==> src/rtl/coin_fsm_pkg.sv <==
package coin_fsm_pkg;

  localparam int STATE_W = 3;

  // Running total codes; the upper bit marks the two highest totals.
  typedef enum logic [STATE_W-1:0] {
    TOT_0  = 3'b000,
    TOT_10 = 3'b001,
    TOT_20 = 3'b010,
    TOT_25 = 3'b011,
    TOT_30 = 3'b100,
    TOT_35 = 3'b101
  } total_e;

  localparam logic [STATE_W-1:0] TOTAL_RESET = TOT_0;
  localparam int TOP_BIT = STATE_W - 1;

endpackage

==> src/rtl/coin_next_state.sv <==
module coin_next_state
  import coin_fsm_pkg::*;
(
  input  logic [STATE_W-1:0] total_q,
  input  logic               dime,
  input  logic               quarter,
  output logic [STATE_W-1:0] total_d
);

  // A quarter outranks a dime in the same cycle; unused codes recover to zero.
  always_comb begin
    total_d = total_q;
    case (total_q)
      TOT_0: begin
        if (quarter)   total_d = TOT_25;
        else if (dime) total_d = TOT_10;
      end
      TOT_10: begin
        if (quarter)   total_d = TOT_35;
        else if (dime) total_d = TOT_20;
      end
      TOT_20: begin
        if (quarter)   total_d = TOT_35;
        else if (dime) total_d = TOT_30;
      end
      TOT_25, TOT_30: begin
        if (quarter || dime) total_d = TOT_35;
      end
      TOT_35: total_d = TOT_35;
      default: total_d = TOT_0;
    endcase
  end

endmodule

==> src/rtl/coin_state_reg.sv <==
module coin_state_reg #(
  parameter int              W       = 3,
  parameter logic [W-1:0]    RST_VAL = '0
) (
  input  logic         clk,
  input  logic         rst,
  input  logic [W-1:0] d,
  output logic [W-1:0] q
);

  // Synchronous reset wins over whatever the next-state logic proposes.
  always_ff @(posedge clk) begin
    if (rst) q <= RST_VAL;
    else     q <= d;
  end

endmodule

==> src/rtl/coin_paid_decode.sv <==
module coin_paid_decode
  import coin_fsm_pkg::*;
(
  input  logic [STATE_W-1:0] total_q,
  output logic               paid
);

  // The upper bit alone covers 30 and 35 cents; bit 0 separates them.
  assign paid = total_q[TOP_BIT] & total_q[0];

endmodule

==> src/rtl/coin_acceptor.sv <==
module coin_acceptor
  import coin_fsm_pkg::*;
(
  input  logic clk,
  input  logic rst,
  input  logic dime,
  input  logic quarter,
  output logic paid
);

  logic [STATE_W-1:0] total_q;
  logic [STATE_W-1:0] total_d;

  coin_next_state u_next (
    .total_q (total_q),
    .dime    (dime),
    .quarter (quarter),
    .total_d (total_d)
  );

  coin_state_reg #(
    .W       (STATE_W),
    .RST_VAL (TOTAL_RESET)
  ) u_reg (
    .clk (clk),
    .rst (rst),
    .d   (total_d),
    .q   (total_q)
  );

  coin_paid_decode u_dec (
    .total_q (total_q),
    .paid    (paid)
  );

  // reset beats coins
  a_r2_reset_priority: assert property (@(posedge clk)
    rst |=> (total_q == TOT_0));

  // idle cycles hold a legal total
  a_r3_idle_holds: assert property (@(posedge clk) disable iff (rst)
    (!dime && !quarter && total_q[TOP_BIT -: 2] != 2'b11) |=> $stable(total_q));

  // one more coin from 25 or 30 cents completes payment
  a_r7_last_coin_pays: assert property (@(posedge clk) disable iff (rst)
    ((total_q == TOT_25 || total_q == TOT_30) && (dime || quarter)) |=> paid);

  // the total saturates at 35 cents
  a_r8_saturates: assert property (@(posedge clk) disable iff (rst)
    (total_q == TOT_35) |=> (total_q == TOT_35));

  // quarter counted, dime dropped
  a_r9_quarter_wins: assert property (@(posedge clk) disable iff (rst)
    (dime && quarter && total_q == TOT_0) |=> (total_q == TOT_25));

  // paid only rises after a registered coin
  a_r11_paid_rises_on_coin: assert property (@(posedge clk) disable iff (rst)
    $rose(paid) |-> ($past(dime) || $past(quarter)));

endmodule

==> config.mk <==
export PLATFORM = sky130hd
export DESIGN_NAME = coin_acceptor
export DESIGN_NICKNAME = d
export VERILOG_FILES = /design/src/rtl/coin_fsm_pkg.sv /design/src/rtl/coin_next_state.sv /design/src/rtl/coin_state_reg.sv /design/src/rtl/coin_paid_decode.sv /design/src/rtl/coin_acceptor.sv
export SDC_FILE = /design/constraint.sdc
export NUM_CORES = 1
export LEC_CHECK = 0
export BUFFER_PORTS_ARGS = -buffer_cell sky130_fd_sc_hd__buf_2
export CAP_MARGIN = 25
export CORE_AREA = 2 2 39 41
export DETAILED_ROUTE_END_ITERATION = 16
export DIE_AREA = 0 0 41 43
export PLACE_DENSITY = 0.3
export SLEW_MARGIN = 25
export SYNTH_ARGS = -nofsm -noshare
export SYNTH_HDL_FRONTEND = slang
export SYNTH_SLANG_ARGS = --single-unit
export TNS_END_PERCENT = 5
==> constraint.sdc <==
create_clock -name clk -period 2.61 [get_ports clk]
set_input_delay 0.261 -clock clk [delete_from_list [all_inputs] [get_ports clk]]
set_output_delay 0.261 -clock clk [all_outputs]
set_load 0.05 [all_outputs]
==> reports/metrics.yaml <==
finish:
  area_growth_pct: 45.7
  drive_gt1_share_pct: 34.6
  reg.largest.list: "u_reg.q (3)"
  largest-register: "u_reg.q"
  largest_reg_flops: 3
  nNetsFinal: 31
  seqCellArea_um2: 60.1
  fillers: 163
  antenna_cells: 0
  multi_input_area_um2: 81.3
sta:
  drv_slew: 0
  holdWs_ns: 0.273
  clock_skew_ns: 0.000736
  rsz0062_at_grt: "false"
  layout_min_cycle_time_ns: 1.29
  layout_setup_ws_ns: 1.32
  setup_violations: 0
  max_freq_mhz: 778
  hold_violations: 0
  worst_pin_slew_ns: 0.231
  max-slew-margin-rel_pct: 84.4
  finalSetupTns_ns: 0
  post-route-period-util_pct: 49.3
synthesis:
  synth_compound_area_share_pct: 33.6
  avgSynthCellArea_um2: 8.06
  synth_xor_area_share_pct: 0
  synth_fp_nets: 22
  synth_commonest_cells: "a21oi_1 (5), dfxtp_1 (3), nor2_1 (2)"
  ys_seq_area_share_pct: 41.4
  synth.most_common_cell: "a21oi_1"
  synthAdderAreaFrac_pct: 0
  yosys.area_share.simple_pct: 22.4
  yosysWarnings: 0
  synth_cells: 18
  synth.largest_area_cell: "dfxtp_1"
  synth-seq-cells: 3
  synth_flop_cell: "dfxtp_1"
  synthMuxAreaShare_pct: 0
  synth_edf_count: 0
  syn-cell-area_um2: 145
  synth_top_area_share_pct: 41.4
  synth_top_family_by_area: "compound AO/OA/AOI/OAI gates"
  synth_area_leaders: "dfxtp_1 (41%), a21oi_1 (17%), o41a_1 (7.8%)"
  synthArstFlopShare_pct: 0
  synth_cell_types: 11
cts:
  hold_buffers: 0
  clkSinkCount: 3
  cts_buffers: 3
  clkTransAtPathRegs_ns: 0.04
  cts.path.max_buffers: 2
  clk_latency_ns: 0.23
  post-cts-setup-buffers: 0
  cts-htree-levels: 1
  root_buffer: "clkbuf_4"
  cts_tree: "yes"
  post_cts_resized: 0
route:
  vias_per_cell: 3.38
  drtIter0Drc: 0
  postRouteAntennaNets: 0
  drt_wl_total_um: 292
  drc: 0
  wl_per_cell_um: 6.95
  vias: 142
  first_pass_iters: 1
power_and_ir_drop:
  p_clk_share_pct: 49.6
  leakage_nw: 0.0919
  power_w: 0.000164
  p_per_area_nw_per_um2: 777
  p_int_w: 0.000120
  swShare_pct: 26.7
  irDropWorstVdd_v: 0.000133
  p_sw_w: 0.0000438
  seq_power_share_pct: 35.5
  p_comb_share_pct: 14.9
grt:
  first_global_vias: 144
  track_usage_pct: 4.52
  antenna_found_initial: 0
  grt_overflow: 0
  grt_pass1_wl_um: 434
  grt_max_degree: 7
floorplanning:
  start_util_pct: 10.5
  io_pins: 5
  die_h_um: 43
  row_count: 14
  coreArea_um2: 1380
  dieWidth_um: 41
  die_area_um2: 1760
worst_setup_path:
  required_ns: 2.35
  critical_path_class: "flip-flop to primary output"
  arrival_ns: 1.03
  crit_slowest_cell: "dfxtp_1"
  cp-end-kind: "primary output"
  crit_family: "flip-flops"
  crit_path_cell_trace: "and2_2 > buf_2"
  crit_fanout: 5
  max_stage_delay_ns: 0.38
  critPathBufInv: 1
  worstRegToRegCells: 2
  cp-start-kind: "flip-flop"
  cp.depth: 2
run_status:
  status: "complete, no violations"
placement:
  pre_cts_ws_ns: 1.56
  numPortBuffers: 4
  gp_congestion: 0.665
worst_hold_path:
  hold_depth: 4
  hold_class: "input port to flip-flop"
job:
  maxCapViolCount: 0
## power by group through the flow
stage	registers, W	logic, W	clock network [W]
after floorplan	0.0000577	0.0000185	0
after global placement	0.0000591	0.0000253	0
after detailed placement	0.0000589	0.0000246	0
after CTS	0.0000582	0.0000247	0.0000856
after global routing	0.0000591	0.0000277	0.0000852
final	0.0000584	0.0000245	0.0000814
## cell type report
| type | instances | share of cell area, % |
|---|---|---|
| Tap cell | 16 | 9.47 |
| Sequential cell | 3 | 28.4 |
| Timing Repair Buffer | 4 | 9.47 |
| Multi-Input combinational cell | 14 | 38.5 |
| Clock buffer | 4 | 12.4 |
| Inverter | 1 | 1.78 |
## cell usage in the layout (no fill, tap or decap)
cell type  synthesis  layout
and2_2             1       1
nand2_1            1       1
a21o_1             1       1
buf_2              0       4
nand2b_1           1       1
nand3b_1           1       1
clkbuf_1           0       1
nor2_1             2       2
inv_2              1       1
dfxtp_1            3       3
o21ai_0            1       1
clkbuf_4           0       3
a21oi_1            5       5
o41a_1             1       1
## through the flow
step	area, um2	util [%]	cells
2_1_floorplan	145	-	18
3_3_place_gp	185	13.4	38
3_5_place_dp	185	13.4	38
4_1_cts	211	15.3	42
5_1_grt	211	15.3	42
6_report	211	15.3	42
## metal layers
layer / wire length, um / track usage (%)
met1: 137 / 3.86
met2: 99 / 4.69
met3: 42 / 3.14
met4: 13 / 8.00
met5: 0 / 0
## path summary, 6_finish.rpt
path	from	slack [ns]	to
min reg2reg	u_reg.q[0]$_SDFFE_PP0P_	0.53	u_reg.q[1]$_SDFFE_PP0P_
max reg2reg	u_reg.q[0]$_SDFFE_PP0P_	1.65	u_reg.q[0]$_SDFFE_PP0P_
min	rst	0.27	u_reg.q[1]$_SDFFE_PP0P_
max	u_reg.q[0]$_SDFFE_PP0P_	1.32	paid
## tightest hold or removal path, stage by stage
cell,delay (ns)
buf_2,0.09
nor2_1,0.04
nand2_1,0.04
a21oi_1,0.03
## cell families after synthesis
group | Yosys count
flip-flops | 3
AO/OA/AOI/OAI | 8
AND/OR/NAND/NOR | 6
buffers and inverters | 1
Note: power is estimated with default switching activity, not from simulation.
